--- config.mk ---
export PLATFORM = sky130hd
export DESIGN_NAME = irq_vec_ctrl
export DESIGN_NICKNAME = d
export VERILOG_FILES = /design/src/rtl/ivc_pkg.sv /design/src/rtl/ivc_regs.sv /design/src/rtl/ivc_arb.sv /design/src/rtl/ivc_lvl.sv /design/src/rtl/irq_vec_ctrl.sv
export SDC_FILE = /design/constraint.sdc
export NUM_CORES = 1
export LEC_CHECK = 0
export ABC_AREA = 1
export BUFFER_PORTS_ARGS = -buffer_cell sky130_fd_sc_hd__buf_2
export CAP_MARGIN = 0
export CORE_MARGIN = 1
export CORE_UTILIZATION = 55
export CTS_CLUSTER_SIZE = 24
export DETAILED_ROUTE_END_ITERATION = 8
export PLACE_DENSITY = 0.72
export SETUP_SLACK_MARGIN = 0.1
export SYNTH_ARGS = -nofsm -noshare
export SYNTH_HDL_FRONTEND = slang
export SYNTH_SLANG_ARGS = --single-unit
--- constraint.sdc ---
create_clock -name clk -period 33.7 [get_ports clk]
set_input_delay 6.74 -clock clk [delete_from_list [all_inputs] [get_ports clk]]
set_output_delay 6.74 -clock clk [all_outputs]
set_load 0.01 [all_outputs]
--- src/rtl/ivc_pkg.sv ---
package ivc_pkg;
  localparam int REG_AW = 4;
  typedef logic [REG_AW-1:0] reg_addr_t;

  localparam reg_addr_t A_FLAG  = 4'd0;
  localparam reg_addr_t A_EN    = 4'd1;
  localparam reg_addr_t A_PRIO0 = 4'd2;
  localparam reg_addr_t A_CTRL  = 4'd8;
  localparam reg_addr_t A_LVL   = 4'd9;
  localparam reg_addr_t A_STAT  = 4'd10;

  localparam int SLOT_W         = 4;
  localparam int SLOTS_PER_WORD = 8;
  localparam int STAT_LVL_LSB   = 8;
endpackage

--- src/rtl/ivc_regs.sv ---
module ivc_regs
  import ivc_pkg::*;
#(
  parameter int NSRC   = 32,
  parameter int PRIO_W = 3,
  parameter int LVL_W  = 4,
  parameter int VEC_W  = 7
) (
  input  logic                         clk,
  input  logic                         rst,
  input  logic [NSRC-1:0]              src_i,
  input  logic                         we_i,
  input  reg_addr_t                    addr_i,
  input  logic [31:0]                  wdata_i,
  input  logic [LVL_W-1:0]             cpu_lvl_i,
  input  logic [LVL_W-1:0]             stat_lvl_i,
  input  logic [VEC_W-1:0]             stat_vec_i,
  output logic [NSRC-1:0]              flags_o,
  output logic [NSRC-1:0]              en_o,
  output logic [NSRC-1:0][PRIO_W-1:0]  prio_o,
  output logic                         nest_dis_o,
  output logic                         lvl_we_o,
  output logic [31:0]                  rdata_o
);
  logic [NSRC-1:0]             flags_q, en_q, clr;
  logic [NSRC-1:0][PRIO_W-1:0] prio_q;
  logic                        nest_q;
  logic [31:0]                 rd_n, rd_q;
  logic                        we_flag, we_en, we_ctrl;

  assign we_flag  = we_i && (addr_i == A_FLAG);
  assign we_en    = we_i && (addr_i == A_EN);
  assign we_ctrl  = we_i && (addr_i == A_CTRL);
  assign lvl_we_o = we_i && (addr_i == A_LVL);
  assign clr      = we_flag ? wdata_i[NSRC-1:0] : '0;

  // set beats clear in the same cycle
  always_ff @(posedge clk) begin
    if (rst) flags_q <= '0;
    else     flags_q <= (flags_q & ~clr) | src_i;
  end

  always_ff @(posedge clk) begin
    if (rst) begin
      en_q   <= '0;
      nest_q <= 1'b0;
    end else begin
      if (we_en)   en_q   <= wdata_i[NSRC-1:0];
      if (we_ctrl) nest_q <= wdata_i[0];
    end
  end

  for (genvar s = 0; s < NSRC; s++) begin : g_prio
    localparam int WORD = s / SLOTS_PER_WORD;
    localparam int SLOT = s % SLOTS_PER_WORD;
    always_ff @(posedge clk) begin
      if (rst)
        prio_q[s] <= '0;
      else if (we_i && (addr_i == reg_addr_t'(int'(A_PRIO0) + WORD)))
        prio_q[s] <= wdata_i[SLOT*SLOT_W +: PRIO_W];
    end
  end

  always_comb begin
    rd_n = '0;
    case (addr_i)
      A_FLAG: rd_n[NSRC-1:0] = flags_q;
      A_EN:   rd_n[NSRC-1:0] = en_q;
      A_CTRL: rd_n[0]        = nest_q;
      A_LVL:  rd_n[LVL_W-1:0] = cpu_lvl_i;
      A_STAT: begin
        rd_n[VEC_W-1:0]              = stat_vec_i;
        rd_n[STAT_LVL_LSB +: LVL_W]  = stat_lvl_i;
      end
      default: begin
        for (int s = 0; s < NSRC; s++)
          if (int'(addr_i) == int'(A_PRIO0) + s / SLOTS_PER_WORD)
            rd_n[(s % SLOTS_PER_WORD)*SLOT_W +: PRIO_W] = prio_q[s];
      end
    endcase
  end

  always_ff @(posedge clk) begin
    if (rst) rd_q <= '0;
    else     rd_q <= rd_n;
  end

  assign flags_o    = flags_q;
  assign en_o       = en_q;
  assign prio_o     = prio_q;
  assign nest_dis_o = nest_q;
  assign rdata_o    = rd_q;

  p_flag_sticky_r1: assert property (@(posedge clk) disable iff (rst)
    !we_flag |=> ((flags_q & $past(flags_q)) == $past(flags_q)));

  p_set_wins_r1: assert property (@(posedge clk) disable iff (rst)
    (|src_i) |=> ((flags_q & $past(src_i)) == $past(src_i)));

  p_read_reg_r11: assert property (@(posedge clk) disable iff (rst)
    (we_en && addr_i == A_EN) |=> (en_q == $past(wdata_i[NSRC-1:0])));
endmodule

--- src/rtl/ivc_arb.sv ---
module ivc_arb #(
  parameter int NSRC   = 32,
  parameter int PRIO_W = 3,
  parameter int IDX_W  = $clog2(NSRC)
) (
  input  logic [NSRC-1:0]             flags_i,
  input  logic [NSRC-1:0]             en_i,
  input  logic [NSRC-1:0][PRIO_W-1:0] prio_i,
  output logic                        win_v_o,
  output logic [IDX_W-1:0]            win_idx_o,
  output logic [PRIO_W-1:0]           win_prio_o
);
  logic [NSRC-1:0] elig;

  for (genvar s = 0; s < NSRC; s++) begin : g_elig
    assign elig[s] = flags_i[s] & en_i[s] & (|prio_i[s]);
  end

  // scan downwards; ">=" lets the lower index take a tie
  always_comb begin
    win_v_o    = 1'b0;
    win_idx_o  = '0;
    win_prio_o = '0;
    for (int i = NSRC - 1; i >= 0; i--) begin
      if (elig[i] && (!win_v_o || prio_i[i] >= win_prio_o)) begin
        win_v_o    = 1'b1;
        win_idx_o  = IDX_W'(i);
        win_prio_o = prio_i[i];
      end
    end
  end
endmodule

--- src/rtl/ivc_lvl.sv ---
module ivc_lvl #(
  parameter int LVL_W = 4,
  parameter int DEPTH = 8
) (
  input  logic             clk,
  input  logic             rst,
  input  logic             sw_we_i,
  input  logic [LVL_W-2:0] sw_data_i,
  input  logic             ack_i,
  input  logic [LVL_W-1:0] ack_lvl_i,
  input  logic             ret_i,
  input  logic             nest_dis_i,
  output logic [LVL_W-1:0] cpu_lvl_o,
  output logic [LVL_W-1:0] eff_lvl_o,
  output logic             in_svc_o
);
  localparam int SPW = $clog2(DEPTH + 1);
  localparam int IW  = $clog2(DEPTH);
  localparam logic [LVL_W-1:0] NEST_LVL = {1'b0, {(LVL_W-1){1'b1}}};

  logic [LVL_W-1:0] stk [DEPTH];
  logic [SPW-1:0]   sp_q, spm1;
  logic [LVL_W-1:0] cpu_q;
  logic             push, pop;

  assign spm1 = sp_q - 1'b1;
  assign push = ack_i && (sp_q != SPW'(DEPTH));
  assign pop  = !ack_i && ret_i && (sp_q != '0);

  always_ff @(posedge clk) begin
    if (push) stk[sp_q[IW-1:0]] <= cpu_q;
  end

  always_ff @(posedge clk) begin
    if (rst) begin
      sp_q  <= '0;
      cpu_q <= '0;
    end else if (push) begin
      sp_q  <= sp_q + 1'b1;
      cpu_q <= ack_lvl_i;
    end else if (pop) begin
      sp_q  <= spm1;
      cpu_q <= stk[spm1[IW-1:0]];
    end else if (sw_we_i) begin
      cpu_q <= {cpu_q[LVL_W-1], sw_data_i};
    end
  end

  assign in_svc_o  = (sp_q != '0);
  assign cpu_lvl_o = cpu_q;
  assign eff_lvl_o = (nest_dis_i && in_svc_o) ? NEST_LVL : cpu_q;

  p_sw_low_bits_r7: assert property (@(posedge clk) disable iff (rst)
    (sw_we_i && !ack_i && !ret_i) |=>
      (cpu_q == {$past(cpu_q[LVL_W-1]), $past(sw_data_i)}));

  p_ack_takes_lvl_r8: assert property (@(posedge clk) disable iff (rst)
    push |=> (cpu_q == $past(ack_lvl_i)));

  p_ret_pops_r8: assert property (@(posedge clk) disable iff (rst)
    (ret_i && !ack_i && sp_q != '0) |=> (sp_q == $past(spm1)));
endmodule

--- src/rtl/irq_vec_ctrl.sv ---
module irq_vec_ctrl
  import ivc_pkg::*;
#(
  parameter int NSRC       = 32,
  parameter int PRIO_W     = 3,
  parameter int VEC_W      = 7,
  parameter int LVL_W      = 4,
  parameter int VEC_BASE   = 8,
  parameter int NEST_DEPTH = 8
) (
  input  logic              clk,
  input  logic              rst,
  input  logic [NSRC-1:0]   src_i,
  input  logic              we_i,
  input  logic [REG_AW-1:0] addr_i,
  input  logic [31:0]       wdata_i,
  output logic [31:0]       rdata_o,
  input  logic              ack_i,
  input  logic              ret_i,
  output logic              irq_o,
  output logic [VEC_W-1:0]  vec_o,
  output logic [LVL_W-1:0]  lvl_o
);
  localparam int IDX_W = $clog2(NSRC);

  logic [NSRC-1:0]             flags, en;
  logic [NSRC-1:0][PRIO_W-1:0] prio;
  logic                        nest_dis, lvl_we;
  logic                        win_v;
  logic [IDX_W-1:0]            win_idx;
  logic [PRIO_W-1:0]           win_prio;
  logic [LVL_W-1:0]            cpu_lvl, eff_lvl, win_lvl;
  logic                        in_svc, req, ack_ok;
  logic                        irq_q;
  logic [VEC_W-1:0]            vec_q;
  logic [LVL_W-1:0]            lvl_q;

  ivc_regs #(.NSRC(NSRC), .PRIO_W(PRIO_W), .LVL_W(LVL_W), .VEC_W(VEC_W)) u_regs (
    .clk(clk), .rst(rst), .src_i(src_i), .we_i(we_i), .addr_i(addr_i),
    .wdata_i(wdata_i), .cpu_lvl_i(cpu_lvl), .stat_lvl_i(lvl_q), .stat_vec_i(vec_q),
    .flags_o(flags), .en_o(en), .prio_o(prio), .nest_dis_o(nest_dis),
    .lvl_we_o(lvl_we), .rdata_o(rdata_o)
  );

  ivc_arb #(.NSRC(NSRC), .PRIO_W(PRIO_W), .IDX_W(IDX_W)) u_arb (
    .flags_i(flags), .en_i(en), .prio_i(prio),
    .win_v_o(win_v), .win_idx_o(win_idx), .win_prio_o(win_prio)
  );

  assign ack_ok = ack_i && irq_q;

  ivc_lvl #(.LVL_W(LVL_W), .DEPTH(NEST_DEPTH)) u_lvl (
    .clk(clk), .rst(rst), .sw_we_i(lvl_we), .sw_data_i(wdata_i[LVL_W-2:0]),
    .ack_i(ack_ok), .ack_lvl_i(lvl_q), .ret_i(ret_i), .nest_dis_i(nest_dis),
    .cpu_lvl_o(cpu_lvl), .eff_lvl_o(eff_lvl), .in_svc_o(in_svc)
  );

  assign win_lvl = LVL_W'(win_prio);
  assign req     = win_v && (win_lvl > eff_lvl);

  always_ff @(posedge clk) begin
    if (rst) begin
      irq_q <= 1'b0;
      vec_q <= '0;
      lvl_q <= '0;
    end else begin
      irq_q <= req && !ack_ok;
      if (req) begin
        vec_q <= VEC_W'(VEC_BASE) + VEC_W'(win_idx);
        lvl_q <= win_lvl;
      end
    end
  end

  assign irq_o = irq_q;
  assign vec_o = vec_q;
  assign lvl_o = lvl_q;

  p_win_eligible_r2: assert property (@(posedge clk) disable iff (rst)
    win_v |-> (flags[win_idx] && en[win_idx] && prio[win_idx] != '0));

  p_vec_range_r5: assert property (@(posedge clk) disable iff (rst)
    irq_q |-> (vec_q >= VEC_W'(VEC_BASE) && vec_q < VEC_W'(VEC_BASE + NSRC)));

  p_strictly_above_r6: assert property (@(posedge clk) disable iff (rst)
    irq_q |-> (lvl_q > $past(eff_lvl)));

  p_ack_drops_r8: assert property (@(posedge clk) disable iff (rst)
    ack_ok |=> !irq_q);

  p_no_nesting_r9: assert property (@(posedge clk) disable iff (rst)
    (nest_dis && in_svc) |=> !irq_q);
endmodule

==> reports/metrics.csv <==
metric,value,unit
run status,"complete, but fails checks",
violated checks,DRC,
Yosys Warn Count,0,
number of antenna violations at the first check in global routing,1,
die outline width,162,um
Main synth FF type,sky130_fd_sc_hd__dfxtp_1,
final routed DRC violation total,1,
share of flip-flops with an asynchronous set or reset,0,%
post-route design area,16500,um^2
post-route clock skew,0.0210,ns
vias in the first global route,12700,
final weighted congestion in routability-driven placement,1.01,
gr ovfl total,0,
"Setup violations, final",0,
Via density,5.81,
average footprint of a synthesized cell,7.14,um^2
global-route wire length before repair,70700,um
PortBufs,114,
delay of the slowest cell on the worst path,0.38,ns
netlist area before placement,14000,um^2
Fmax,32.4,MHz
count of pins over their slew limit,0,
source-to-sink clock delay at the later pin of the worst-skew pair,0.55,ns
leakage power figure,6.97,nW
Sinks on Clock Net,243,
signal arrival time at the worst endpoint,31.33,ns
placed cell areas,15000,um^2
drt first pass iters,8,
slew margin rel.,24.2,%
# IOs,117,
# nets final,2254,
placeable core region,25100,um^2
area added between synthesis and finish,17.4,%
final worst path period need,30.88,ns
endpoint type of the worst setup path,register,
"Reg clk slew, reported paths",0.06,ns
slew at the pin closest to its max-slew limit,1.13,ns
final critical-path share of the clock period,91.6,%
TritonCTS clock tree,built,
"Worst Path Class, Setup",register to register,
number of distinct library cell variants in the gate-level netlist after synthesis,53,
required time worst endpoint,34.15,ns
cell seen most often among critical-path stages,sky130_fd_sc_hd__nand2_1,
starting density of the core,55.9,%
Iteration-0 DRC Markers,1526,
count of H-tree levels built during CTS,1,
Die Area,26100,um^2
areal power density over the cells,45.5,nW/um^2
Die Y-Extent,162,um
total power after layout,0.749,mW
cts bufs inserted,27,
share of cells above drive strength 1,20.3,%
Finished Layout Cells,2457,
number of cells produced by synthesis,1965,
number of maximum-capacitance constraint violations,0,
Routed WL per cell,19.2,um
Ant. Diodes,0,
largest net degree at the start of global routing,108,
# rows,58,
"antenna viol nets, final",0,
"Seq/Total Area, Yosys",37.0,%
number of flops mapped to enable cells by yosys,32,
WL final,47100,um
endpoints failing hold,0,
worst-case vdd ir drop,0.0483,mV
"slowest stage cell, crit path",sky130_fd_sc_hd__dfxtp_2,
kind of start point of the critical path,register,
number of instances in the placed design,2375,
synthesis-stage register bit count,243,
post-DP HPWL,34300,um
Total GRT Usage,34.9,%
maximum clock insertion buffer count,3,
class of the tightest hold or removal check,register to register,
maximum fanout along the worst path,9,
buffer type at the clock tree root,sky130_fd_sc_hd__clkbuf_16,
vias,14300,
==> through the flow <==
step	utilization, %	TNS (ns)	setup slack [ns]	hold WS [ns]
finish	65.6	0	2.82	0.476
global route	65.6	-1.45	-0.191	0.488
CTS	63.4	0	0.116	0.475
detailed placement	59.8	-2.83	-0.329	0.465
global placement	59.8	0	0.578	0.452
floorplan	-	0	3.23	0.439
==> flip-flops by register name, indices dropped and copies added (netlist names) <==
name / cells
u_lvl.sp_q: 4
u_regs.en_o: 32
vec_o: 6
lvl_o: 3
u_lvl.stk: 32
u_regs.prio_o: 96
u_regs.rdata_o: 32
u_regs.nest_dis_o: 1
irq_o: 1
u_lvl.cpu_lvl_o: 4
u_regs.flags_o: 32
==> area by class of cell <==
type                            count  area (um^2)
Clock inverter                     10          129
Sequential cell                   243         5200
Timing Repair Buffer              188         1140
Tap cell                          330          413
Clock buffer                       39          761
Multi-Input combinational cell   1402         7890
Inverter                          245          937
Fill cell                        2278         8640
==> what timing repair did <==
item,in CTS,in global routing
pin swaps,0,46
setup endpoints to repair,10,10
cloned,0,1
resized for setup,13,129
setup buffers,0,32
hold buffers,0,0
==> per-layer routing <==
layer  vias to the layer above  share of wire (%)  track usage (%)
li1                       6916                  -                -
met1                      6633                 41             45.7
met2                       609                 47             58.2
met3                       114                7.3             4.21
met4                         2                4.9             14.8
met5                         -              0.019                0
==> worst max-delay path, delay by kind of cell (launching register included) <==
family                   cells  cell delay, ns
adder cells (fa/ha/maj)     32            8.22
AO/OA/AOI/OAI               62            6.51
flip-flops                   1            0.38
AND/OR/NAND/NOR            156           11.87
buffers and inverters       53            3.75
==> layout by cell type, fill, tap and decap left out, types with 27 or more instances in the layout <==
master                      netlist  layout
sky130_fd_sc_hd__o21ai_1          7      39
sky130_fd_sc_hd__buf_2            0     113
sky130_fd_sc_hd__o21ai_2          0      33
sky130_fd_sc_hd__nand2_4         23      35
sky130_fd_sc_hd__inv_1          217     216
sky130_fd_sc_hd__nand2_1        385     372
sky130_fd_sc_hd__edfxtp_1        32      32
sky130_fd_sc_hd__a21oi_1        226     222
sky130_fd_sc_hd__o21ai_0        217     152
sky130_fd_sc_hd__nor2_1         119     117
sky130_fd_sc_hd__o22ai_1         32      32
sky130_fd_sc_hd__ha_1            74      73
sky130_fd_sc_hd__nand2_2         58      59
sky130_fd_sc_hd__a31oi_1         37      37
sky130_fd_sc_hd__nand3_1        128     126
sky130_fd_sc_hd__dfxtp_1        211     206
sky130_fd_sc_hd__buf_4            2      73
sky130_fd_sc_hd__clkbuf_16        0      27
==> worst paths after layout <==
check	from	endpoint	slack, ns	cells after the start
worst max register to register	u_regs.prio_o[94]	lvl_o[1]	2.82	303
worst max-delay path	u_regs.prio_o[94]	lvl_o[1]	2.82	303
worst min-delay path	u_regs.en_o[8]	u_regs.en_o[8]	0.48	2
worst min register to register	u_regs.en_o[8]	u_regs.en_o[8]	0.48	2
==> report_power, final <==
| part | total (mW) | switching, mW | internal [mW] |
|---|---|---|---|
| registers | 0.330 | 0.0199 | 0.310 |
| clock network | 0.300 | 0.121 | 0.179 |
| logic | 0.119 | 0.0802 | 0.0392 |
| total | 0.749 | 0.221 | 0.528 |
==> synthesized netlist by cell type (2+ instances only) <==
library cell	instances	area share [%]
sky130_fd_sc_hd__nand2_1	385	10
sky130_fd_sc_hd__a21oi_1	226	8.1
sky130_fd_sc_hd__inv_1	217	5.8
sky130_fd_sc_hd__o21ai_0	217	7.7
sky130_fd_sc_hd__dfxtp_1	211	30
sky130_fd_sc_hd__nand3_1	128	4.6
sky130_fd_sc_hd__nor2_1	119	3.2
sky130_fd_sc_hd__ha_1	74	6.6
sky130_fd_sc_hd__clkbuf_1	68	1.8
sky130_fd_sc_hd__nand2_2	58	2.6
sky130_fd_sc_hd__a31oi_1	37	1.7
sky130_fd_sc_hd__edfxtp_1	32	6.9
sky130_fd_sc_hd__o22ai_1	32	1.4
sky130_fd_sc_hd__inv_2	23	0.62
sky130_fd_sc_hd__nand2_4	23	1.8
sky130_fd_sc_hd__nand3_2	18	1.3
sky130_fd_sc_hd__a41oi_1	16	1.0
sky130_fd_sc_hd__nor3_1	10	0.36
sky130_fd_sc_hd__a221oi_1	7	0.44
sky130_fd_sc_hd__o21ai_1	7	0.25
sky130_fd_sc_hd__clkbuf_8	4	0.39
sky130_fd_sc_hd__o221ai_1	4	0.25
sky130_fd_sc_hd__a211oi_1	3	0.16
sky130_fd_sc_hd__a311oi_1	3	0.19
sky130_fd_sc_hd__buf_1	3	0.080
sky130_fd_sc_hd__o211ai_1	3	0.16
sky130_fd_sc_hd__a21boi_0	2	0.11
sky130_fd_sc_hd__and2_1	2	0.089
sky130_fd_sc_hd__and3_1	2	0.089
sky130_fd_sc_hd__buf_4	2	0.11
sky130_fd_sc_hd__clkinv_1	2	0.054
sky130_fd_sc_hd__nand3_4	2	0.25
sky130_fd_sc_hd__nand3b_2	2	0.16
sky130_fd_sc_hd__nor2_2	2	0.089
sky130_fd_sc_hd__nor4_1	2	0.089
sky130_fd_sc_hd__or2_2	2	0.089
==> cell families (layout without fill, tap and decap cells) <==
group                    count (synthesis)  in the layout  synth area share (%)
AND/OR/NAND/NOR                        760            761                  25.3
XOR/XNOR                                 1              1                0.0625
AO/OA/AOI/OAI                          564            564                  21.9
buffers and inverters                  322            482                  9.08
other                                    1              2                0.0267
adder cells (fa/ha/maj)                 74             74                  6.60
flip-flops                             243            243                  37.0
(Power assumes the default switching activity.)
